<file path="config.mk">
export PLATFORM = sky130hd
export DESIGN_NAME = reqpar_guard
export DESIGN_NICKNAME = d
export VERILOG_FILES = /design/src/rtl/reqpar_pkg.sv /design/src/rtl/reqpar_parity.sv /design/src/rtl/reqpar_window.sv /design/src/rtl/reqpar_retry.sv /design/src/rtl/reqpar_guard.sv
export SDC_FILE = /design/constraint.sdc
export NUM_CORES = 1
export LEC_CHECK = 0
export BUFFER_PORTS_ARGS = -buffer_cell sky130_fd_sc_hd__buf_2
export CORE_UTILIZATION = 44
export CTS_BUF_LIST = sky130_fd_sc_hd__clkbuf_16
export DETAILED_ROUTE_END_ITERATION = 7
export GPL_TIMING_DRIVEN = 1
export MAX_ROUTING_LAYER = met4
export PLACE_DENSITY = 0.9
export SYNTH_ARGS = -nofsm -noshare
export SYNTH_HDL_FRONTEND = slang
export SYNTH_SLANG_ARGS = --single-unit
</file>
<file path="constraint.sdc">
create_clock -name clk -period 1.8 [get_ports clk]
set_input_delay 0.36 -clock clk [delete_from_list [all_inputs] [get_ports clk]]
set_output_delay 0.36 -clock clk [all_outputs]
set_load 0.03 [all_outputs]
</file>
<file path="src/rtl/reqpar_pkg.sv">
package reqpar_pkg;
   // One flag per parity group: set means that group failed its check
   typedef struct packed {
      logic addr_hi;
      logic addr_lo;
      logic req;
   } par_fail_t;

   localparam int unsigned PIPE_TO_PULL = 2;
endpackage

</file>
<file path="src/rtl/reqpar_parity.sv">
module reqpar_parity
   import reqpar_pkg::*;
#(
   parameter int unsigned ADDR_W = 8,
   parameter int unsigned REQ_W  = 5
) (
   input  logic [ADDR_W-1:0] addr_n,
   input  logic [REQ_W-1:0]  reqtype_n,
   input  logic              strobe_n,
   input  logic [1:0]        apar_n,
   input  logic              rpar_n,
   output par_fail_t         fail
);
   localparam int unsigned HALF_W = ADDR_W / 2;

   initial begin
      if (ADDR_W < 2 || (ADDR_W % 2) != 0)
         $error("reqpar_parity: ADDR_W must be even and at least 2");
      if (REQ_W < 1)
         $error("reqpar_parity: REQ_W must be at least 1");
   end

   logic [1:0] half_bad;

   // Even parity over active-low levels: the group XOR with its bit must be 0
   for (genvar h = 0; h < 2; h++) begin : g_half
      assign half_bad[h] = ^{addr_n[h*HALF_W +: HALF_W], apar_n[h]};
   end

   assign fail.addr_lo = half_bad[0];
   assign fail.addr_hi = half_bad[1];
   assign fail.req     = ^{reqtype_n, strobe_n, rpar_n};
endmodule

</file>
<file path="src/rtl/reqpar_window.sv">
module reqpar_window (
   input  logic clk,
   input  logic rst_n,
   input  logic strobe_n,
   input  logic bad,
   input  logic own_req,
   output logic err_pull,
   output logic win,
   output logic win_own
);
   logic st_vld, st_bad, st_own;

   // Stage 1: capture at the strobe edge
   always_ff @(posedge clk or negedge rst_n) begin
      if (!rst_n) begin
         st_vld <= 1'b0;
         st_bad <= 1'b0;
         st_own <= 1'b0;
      end else begin
         st_vld <= !strobe_n;
         st_bad <= !strobe_n && bad;
         st_own <= !strobe_n && own_req;
      end
   end

   // Stage 2: error pulse and observation window, two clocks after the strobe
   always_ff @(posedge clk or negedge rst_n) begin
      if (!rst_n) begin
         err_pull <= 1'b0;
         win      <= 1'b0;
         win_own  <= 1'b0;
      end else begin
         err_pull <= st_vld && st_bad;
         win      <= st_vld;
         win_own  <= st_vld && st_own;
      end
   end

   a_r3_pull_after_strobe: assert property (@(posedge clk) disable iff (!rst_n)
      err_pull |-> $past(!strobe_n, 2));
endmodule

</file>
<file path="src/rtl/reqpar_retry.sv">
module reqpar_retry #(
   parameter int unsigned CNT_W       = 4,
   parameter int unsigned RETRY_LIMIT = 3
) (
   input  logic             clk,
   input  logic             rst_n,
   input  logic             own_cancel,
   input  logic             txn_done,
   output logic             retry_req,
   output logic             hard_err,
   output logic [CNT_W-1:0] retry_cnt
);
   localparam int unsigned CNT_MAX = (1 << CNT_W) - 1;
   localparam logic [CNT_W-1:0] LIMIT_V = CNT_W'(RETRY_LIMIT);

   initial begin
      if (CNT_W < 1 || CNT_W > 16)
         $error("reqpar_retry: CNT_W out of range");
      if (RETRY_LIMIT > CNT_MAX)
         $error("reqpar_retry: RETRY_LIMIT does not fit in CNT_W bits");
   end

   if (RETRY_LIMIT == 0) begin : g_no_retry
      // Every own cancel is immediately a hard error
      always_ff @(posedge clk or negedge rst_n) begin
         if (!rst_n) hard_err <= 1'b0;
         else        hard_err <= own_cancel;
      end
      assign retry_req = 1'b0;
      assign retry_cnt = '0;
   end else begin : g_counted
      logic             rq_q, he_q;
      logic [CNT_W-1:0] cnt_q;
      always_ff @(posedge clk or negedge rst_n) begin
         if (!rst_n) begin
            rq_q  <= 1'b0;
            he_q  <= 1'b0;
            cnt_q <= '0;
         end else begin
            rq_q <= 1'b0;
            he_q <= 1'b0;
            if (own_cancel) begin
               if (cnt_q < LIMIT_V) begin
                  rq_q  <= 1'b1;
                  cnt_q <= cnt_q + 1'b1;
               end else begin
                  he_q  <= 1'b1;
                  cnt_q <= '0;
               end
            end else if (txn_done) begin
               cnt_q <= '0;
            end
         end
      end
      assign retry_req = rq_q;
      assign hard_err  = he_q;
      assign retry_cnt = cnt_q;
   end

   a_r6_retry_steps: assert property (@(posedge clk) disable iff (!rst_n)
      retry_req |-> retry_cnt == $past(retry_cnt) + 1'b1);
   a_r7_hard_at_limit: assert property (@(posedge clk) disable iff (!rst_n)
      hard_err |-> ($past(retry_cnt) == LIMIT_V && retry_cnt == '0));
   a_r7_exclusive: assert property (@(posedge clk) disable iff (!rst_n)
      !(retry_req && hard_err));
   a_r8_done_clears: assert property (@(posedge clk) disable iff (!rst_n)
      (txn_done && !own_cancel) |=> retry_cnt == '0);
endmodule

</file>
<file path="src/rtl/reqpar_guard.sv">
module reqpar_guard
   import reqpar_pkg::*;
#(
   parameter int unsigned ADDR_W      = 8,
   parameter int unsigned REQ_W       = 5,
   parameter int unsigned CNT_W       = 4,
   parameter int unsigned RETRY_LIMIT = 3
) (
   input  logic              clk,
   input  logic              rst_n,
   input  logic              cfg_drive_en,
   input  logic              cfg_observe_en,
   input  logic              strobe_n,
   input  logic [ADDR_W-1:0] addr_n,
   input  logic [REQ_W-1:0]  reqtype_n,
   input  logic [1:0]        apar_n,
   input  logic              rpar_n,
   input  logic              own_req,
   input  logic              txn_done,
   input  logic              err_line_n,
   output logic              err_pull,
   output logic              cancel,
   output logic              rotor_reset,
   output logic              retry_req,
   output logic              hard_err,
   output logic [CNT_W-1:0]  retry_cnt
);
   par_fail_t fail;
   logic      bad, win, win_own, hit, own_cancel;

   reqpar_parity #(.ADDR_W(ADDR_W), .REQ_W(REQ_W)) u_parity (
      .addr_n    (addr_n),
      .reqtype_n (reqtype_n),
      .strobe_n  (strobe_n),
      .apar_n    (apar_n),
      .rpar_n    (rpar_n),
      .fail      (fail)
   );

   assign bad = cfg_drive_en && (fail.addr_lo || fail.addr_hi || fail.req);

   reqpar_window u_window (
      .clk      (clk),
      .rst_n    (rst_n),
      .strobe_n (strobe_n),
      .bad      (bad),
      .own_req  (own_req),
      .err_pull (err_pull),
      .win      (win),
      .win_own  (win_own)
   );

   // Observation: the wired line is sampled only in the error window
   assign hit        = win && cfg_observe_en && !err_line_n;
   assign own_cancel = hit && win_own;

   always_ff @(posedge clk or negedge rst_n) begin
      if (!rst_n) begin
         cancel      <= 1'b0;
         rotor_reset <= 1'b0;
      end else begin
         cancel      <= hit;
         rotor_reset <= hit;
      end
   end

   reqpar_retry #(.CNT_W(CNT_W), .RETRY_LIMIT(RETRY_LIMIT)) u_retry (
      .clk        (clk),
      .rst_n      (rst_n),
      .own_cancel (own_cancel),
      .txn_done   (txn_done),
      .retry_req  (retry_req),
      .hard_err   (hard_err),
      .retry_cnt  (retry_cnt)
   );

   a_r4_cancel_from_line: assert property (@(posedge clk) disable iff (!rst_n)
      cancel |-> $past(!err_line_n));
   a_r5_cancel_needs_observe: assert property (@(posedge clk) disable iff (!rst_n)
      cancel |-> $past(cfg_observe_en));
   a_r2_pull_needs_drive: assert property (@(posedge clk) disable iff (!rst_n)
      err_pull |-> $past(cfg_drive_en, 2));
   a_r9_retry_follows_cancel: assert property (@(posedge clk) disable iff (!rst_n)
      (retry_req || hard_err) |-> cancel);
endmodule

</file>
==> out/results.ini, run 1 <==
[floorplan]
core_area_um2 = 1170
design.portCount = 33
start_util = 0.505
die_width_um = 38.7
design.die.area_um2 = 1500
floorplan.die.height_um = 38.7
row_count = 12

[power]
cellPowerDensity_nw_per_um2 = 965
switching_power_uw = 156
vdd.ir_drop.worst_v = 0.000675
p_total_uw = 811
cellLeakagePower_nw = 0.480
p_clk_frac = 0.492
pwr-share-seq = 0.377
switching_fraction = 0.192
comb_power_share = 0.131
cellInternalPower_uw = 655

[timing]
slew-limit-headroom = 0.806
setup_viol = 0
timing.final.crit_period_ns = 1.35
rsz0062_at_grt = no
slew_violations = 0
hold_ws_ns = -0.00642
fmax_mhz = 743
worst_clock_skew_ns = 0.00233
final_min_period_over_clock_period = 0.748
fin_tns_setup_ns = 0
worst_slew_pin_slew_ns = 0.289
finalHoldViolations = 13

[logic_synthesis]
postSynthRegisterBits = 13
post_synth_num_cell_types = 18
synth.cell_area_um2 = 592
ys_top_cells_by_area = dfrtp_1 (55%), xnor3_1 (11%), xnor2_1 (5.9%), and2_1 (4.2%), nor2b_1 (3.2%)
synth_top_flop_cell = dfrtp_1
synth_top_cells_by_count = dfrtp_1 (13), and2_1 (4), xnor2_1 (4)
ys_async_sr_fraction = 1.00
synth_fp_nets = 68
syn-instance-count = 43
synth.largest_area_cell = dfrtp_1
synth_largest_type_area_fraction = 0.550
synth_edf_count = 0
post_synth.cell_area_avg_um2 = 13.8
sequential_to_total_area_share_from_yosys_stat = 0.550
yosys.cell_count.top_type = dfrtp_1
yosysWarnings = 0

[final_layout]
diodes = 0
layout-drive-gt1-share = 0.474
final_nets = 104
growth_of_design_area_from_synthesis_to_finish_pct = 42.1

[flow_run]
drv.max_cap_violation_count = 0

[setup_path]
worstPathArrival_ns = 1.46
crit_fanout = 1
crit_path_start_kind = input port
critical_path_class = input port to flip-flop
end_kind = flip-flop
critical_path_required_ns = 1.91

[global_route]
grt_start_max_net_pins = 14
groute.usage.overall = 0.207
number_of_global_route_vias_before_repair = 424
global_route_wire_length_before_repair_um = 1760
gr-total-overflow = 0
grt_antenna_before_repair = 0

[cts]
cts_post_setup_buffers_inserted = 0
clock-sinks = 13
cts.root.buffer_cell = clkbuf_16
cts_tree = done
cts_max_path_buffers = 2
post_cts.resized_instances = 0
tritoncts.num_buffers = 3
postCtsHoldBufs = 0
worst_setup_hold_path_clk_slew_ns = 0.04
clkLatencyLatePin_ns = 0.24
cts_htree_levels = 1

[detailed_routing]
drt-pass1-iter-count = 4
drc_marker_count_from_the_first_detailed_route_iteration = 8
avgRoutedWirePerCell_um = 12.7
wl_um = 1170
ant_nets = 0
drc = 0
via_per_inst = 4.74
vias = 436

[place]
dp.final_hpwl_um = 817
finalWeightedCongestion = 0.695
placement.io_buffers = 32

[outcome]
run_status = complete, but fails checks
failed_checks = negative hold slack

[hold_path]
holdCritPathClass = input port to asynchronous set/reset pin

kinds of logic (layout without fill, tap and decap cells):
group / count (synthesis) / in the layout / synth area share
buffers and inverters: 2 / 37 / 0.0190
flip-flops: 13 / 13 / 0.550
XOR/XNOR: 10 / 10 / 0.230
adder cells (fa/ha/maj): 1 / 1 / 0.0211
AO/OA/AOI/OAI: 2 / 2 / 0.0254
multiplexers: 1 / 1 / 0.0190
AND/OR/NAND/NOR: 14 / 14 / 0.135
worst paths after layout:
path | start | endpoint | slack, ns | cells after the start
setup / recovery | rpar_n | u_window.st_bad | 0.45 | 4
hold / removal | rst_n | u_retry.retry_cnt[2] | -0.006 | 1
setup reg to reg | u_retry.retry_cnt[0] | u_retry.retry_cnt[0] | 0.50 | 4
hold reg to reg | u_window.st_vld | u_window.win | 0.40 | 0
max in group asynchronous | rst_n | cancel | 1.59 | 1
min in group clk | strobe_n | u_window.st_own | 0.28 | 2
critical path, stage by stage:
cell     delay [ns]
buf_2          0.10
xnor2_1        0.20
xnor3_1        0.44
o311a_1        0.36
sequential cells by signal, summed over array words and instances (netlist names):
signal / count
u_window.st_vld: 1
u_retry.hard_err: 1
u_window.err_pull: 1
u_window.win: 1
u_window.st_bad: 1
u_window.win_own: 1
cancel: 1
u_retry.retry_req: 1
u_window.st_own: 1
u_retry.retry_cnt: 4
cells in the final DEF (no fill, tap or decap), drive strengths merged, types with 2 or more instances in the layout:
| cell type | synthesis | final |
|---|---|---|
| clkbuf | 0 | 3 |
| dfrtp | 13 | 13 |
| nor2 | 2 | 2 |
| xnor2 | 5 | 5 |
| xor2 | 2 | 2 |
| buf | 1 | 32 |
| nand2 | 2 | 2 |
| nor2b | 3 | 3 |
| and2 | 4 | 4 |
| xnor3 | 3 | 3 |
| inv | 1 | 2 |
cell type report:
class	instances	area [µm²]
fillers	83	330
clock buffers	3	75.1
well taps	14	17.5
clock inverters	1	3.75
inverters	1	3.75
flip-flops and latches	13	325
repair buffers	32	160
multi-input cells	28	255
power by group through the flow:
stage	registers [mW]	logic, mW	clock network (mW)
after floorplan	0.316	0.0570	0
after global placement	0.309	0.101	0
after detailed placement	0.310	0.104	0
after CTS	0.306	0.108	0.409
after global routing	0.307	0.114	0.426
final	0.306	0.106	0.399
per-stage QoR:
step                      worst slack [ns]  utilization  area, µm²  hold WS [ns]  instances
after floorplan                      0.464            -        592        0.0644         43
after global routing                 0.370        0.718        841        0.0100         92
after detailed placement             0.304        0.651        762         0.255         88
after global placement               0.330        0.651        762         0.249         88
final                                0.454        0.718        841      -0.00642         92
after CTS                            0.436        0.718        841       0.00122         92
metal layers:
metal / vias to the layer above / part of all wire / global-route usage
met5: - / 0 / -
met4: 0 / 0.038 / 0.181
met1: 203 / 0.37 / 0.185
li1: 210 / - / -
met2: 19 / 0.54 / 0.342
met3: 4 / 0.048 / 0.0694
(Power assumes the default switching activity.)
==> run 2, diff against run 1 <==
--- a/config.mk
+++ b/config.mk
@@ -6,12 +6,13 @@
 export NUM_CORES = 1
 export LEC_CHECK = 0
 export BUFFER_PORTS_ARGS = -buffer_cell sky130_fd_sc_hd__buf_2
-export CORE_UTILIZATION = 44
+export CORE_ASPECT_RATIO = 0.9
+export CORE_UTILIZATION = 41
 export CTS_BUF_LIST = sky130_fd_sc_hd__clkbuf_16
 export DETAILED_ROUTE_END_ITERATION = 7
 export GPL_TIMING_DRIVEN = 1
 export MAX_ROUTING_LAYER = met4
-export PLACE_DENSITY = 0.9
+export PLACE_DENSITY = 0.85
 export SYNTH_ARGS = -nofsm -noshare
 export SYNTH_HDL_FRONTEND = slang
 export SYNTH_SLANG_ARGS = --single-unit
==> constraint.sdc (replaced) <==
create_clock -name clk -period 1.34 [get_ports clk]
set_input_delay 0.268 -clock clk [delete_from_list [all_inputs] [get_ports clk]]
set_output_delay 0.268 -clock clk [all_outputs]
set_load 0.03 [all_outputs]
==> run 2 against run 1 <==
Effect of this change: the run now ends clean; worst setup slack got worse by 0.33 ns; critical path depth is the same; routed wire length decreased by 14%; worst hold slack better by 0.19 ns; flip-flop and latch count unchanged; register-to-register slack got worse by 0.38 ns; clock skew grew 0.0023 ns; clock-buffer cell count stayed put; via count increased by 3.7%; critical path type is now flip-flop to flip-flop; sequential share of layout area shrank 1.0 points; total power up 34%.
==> out/results.ini, run 2 (synthesis results as in run 1) <==
[timing]
fmax_mhz = 821
slew_violations = 0
final_min_period_over_clock_period = 0.909
finalHoldViolations = 0
timing.final.crit_period_ns = 1.22
slew-limit-headroom = 0.819
rsz0062_at_grt = no
setup_viol = 0
worst_slew_pin_slew_ns = 0.271
worst_clock_skew_ns = 0.00461
layout_setup_ws_ns = 0.122

[floorplan]
floorplan.die.height_um = 38.0
row_count = 12
die_width_um = 42.0
core_area_um2 = 1290
start_util = 0.458
design.portCount = 33
design.die.area_um2 = 1600

[setup_path]
worstPathArrival_ns = 1.39
timing.reg2reg.worst_path_depth = 4
rr_endpoint = u_retry.retry_cnt[0]
setup.reg_to_reg.worst_slack_ns = 0.12
number_of_buffer_and_inverter_instances_along_the_worst_setup_path = 0
critical-path-max-stage-delay_ns = 0.41
crit_path_start_kind = flip-flop
cpMaxStageDelayCell = dfrtp_1
end_kind = flip-flop
critical_path_class = flip-flop to flip-flop
cp_top_family = flip-flops
r2r-start = u_retry.retry_cnt[0]
critical_path.cell_chain = ha_1, nor3_2, nor2b_1, mux2_2
critical_path_required_ns = 1.52
crit_fanout = 3

[outcome]
run_status = finished clean

[final_layout]
diodes = 0
layout-drive-gt1-share = 0.488
most-common-layout-cells = buf_2 (32), dfrtp_1 (13), and2_1 (4), xnor2_1 (4)
number_of_flip_flops_under_the_largest_register_name = 4
final_common_cell = buf_2
final_nets = 106
growth_of_design_area_from_synthesis_to_finish_pct = 45.9
final_cell_count_no_fill = 94

[global_route]
grt_antenna_before_repair = 0
number_of_global_route_vias_before_repair = 421
gr-total-overflow = 0
grt_start_max_net_pins = 14
global_route_wire_length_before_repair_um = 1660
groute.usage.overall = 0.157

[flow_run]
drv.max_cap_violation_count = 0

[cts]
tritoncts.num_buffers = 3
clkLatencyLatePin_ns = 0.24
clock-sinks = 13
cts_max_path_buffers = 2
cts.root.buffer_cell = clkbuf_16
cts_htree_levels = 1
cts_tree = done
worst_setup_hold_path_clk_slew_ns = 0.04

[detailed_routing]
drc = 0
via_per_inst = 4.81
avgRoutedWirePerCell_um = 10.7
drc_marker_count_from_the_first_detailed_route_iteration = 2
vias = 452
drt-pass1-iter-count = 2
wl_um = 1010
ant_nets = 0

[place]
place_inst = 89
placement.io_buffers = 32
finalWeightedCongestion = 0.752
dp.final_hpwl_um = 815
post_place_setup_slack_ns = -0.0665

[hold_path]
holdCritPathClass = input port to flip-flop
source_of_the_worst_hold_timing_path = err_line_n
hold_path_depth = 2
min_delay_worst_endpoint = cancel

[power]
vdd.ir_drop.worst_v = 0.00110
cellLeakagePower_nw = 0.490
cellPowerDensity_nw_per_um2 = 1260

-- run 2: cell count changes in the layout (fill, tap and decap cells not counted) --
cell,previous run,this run
buf_4,0,1
dlygate4sd3_1,0,1
nor3_1,1,0
nor3_2,0,1
-- run 2: area by class of cell --
cell class	instances	area, µm²
Sequential cell	13	325
Tap cell	14	17.5
Clock inverter	1	3.75
Clock buffer	3	75.1
Multi-Input combinational cell	28	260
Inverter	1	3.75
Timing Repair Buffer	34	178
Fill cell	102	428
-- run 2: report_power, final --
part | switching, mW | internal [mW]
logic | 0.0565 | 0.0844
registers | 0.00490 | 0.407
clock network | 0.146 | 0.392
-- run 2: per-stage QoR --
stage | hold slack (ns) | TNS [ns] | area, µm² | utilization | power [mW]
after floorplan | -0.0276 | 0 | 592 | - | 0.500
after global placement | 0.160 | -0.0344 | 769 | 0.596 | 0.553
after detailed placement | 0.160 | -0.0665 | 769 | 0.596 | 0.558
after CTS | 0.185 | 0 | 858 | 0.665 | 1.11
after global routing | 0.191 | 0 | 863 | 0.669 | 1.14
final | 0.187 | 0 | 863 | 0.669 | 1.09
-- run 2: worst max path at each step --
stage,start,end,cells past startpoint
after detailed placement,rpar_n,u_window.st_bad,4
after global routing,u_retry.retry_cnt[0],u_retry.retry_cnt[0],4
final,u_retry.retry_cnt[0],u_retry.retry_cnt[0],4
after CTS,u_retry.retry_cnt[0],u_retry.retry_cnt[0],4
after floorplan,u_retry.retry_cnt[0],u_retry.retry_cnt[0],4
after global placement,rpar_n,u_window.st_bad,4
-- run 2: worst reg2reg max path, stage by stage, from the launching register on --
cell and delay (ns):
dfrtp_1 0.41, ha_1 0.22, nor3_2 0.16, nor2b_1 0.19, mux2_2 0.17
-- run 2: layer usage --
layer	global-route usage	part of all wire
met1	0.146	0.34
met2	0.273	0.52
met3	0.0849	0.12
met4	0.0703	0.024
met5	-	0
-- run 2: repair_timing --
action	in CTS	in global routing
hold buffers	1	0
setup endpoints to repair	0	1
endpoints found under the hold margin	13	0
resized for setup	0	1
setup buffers	0	0
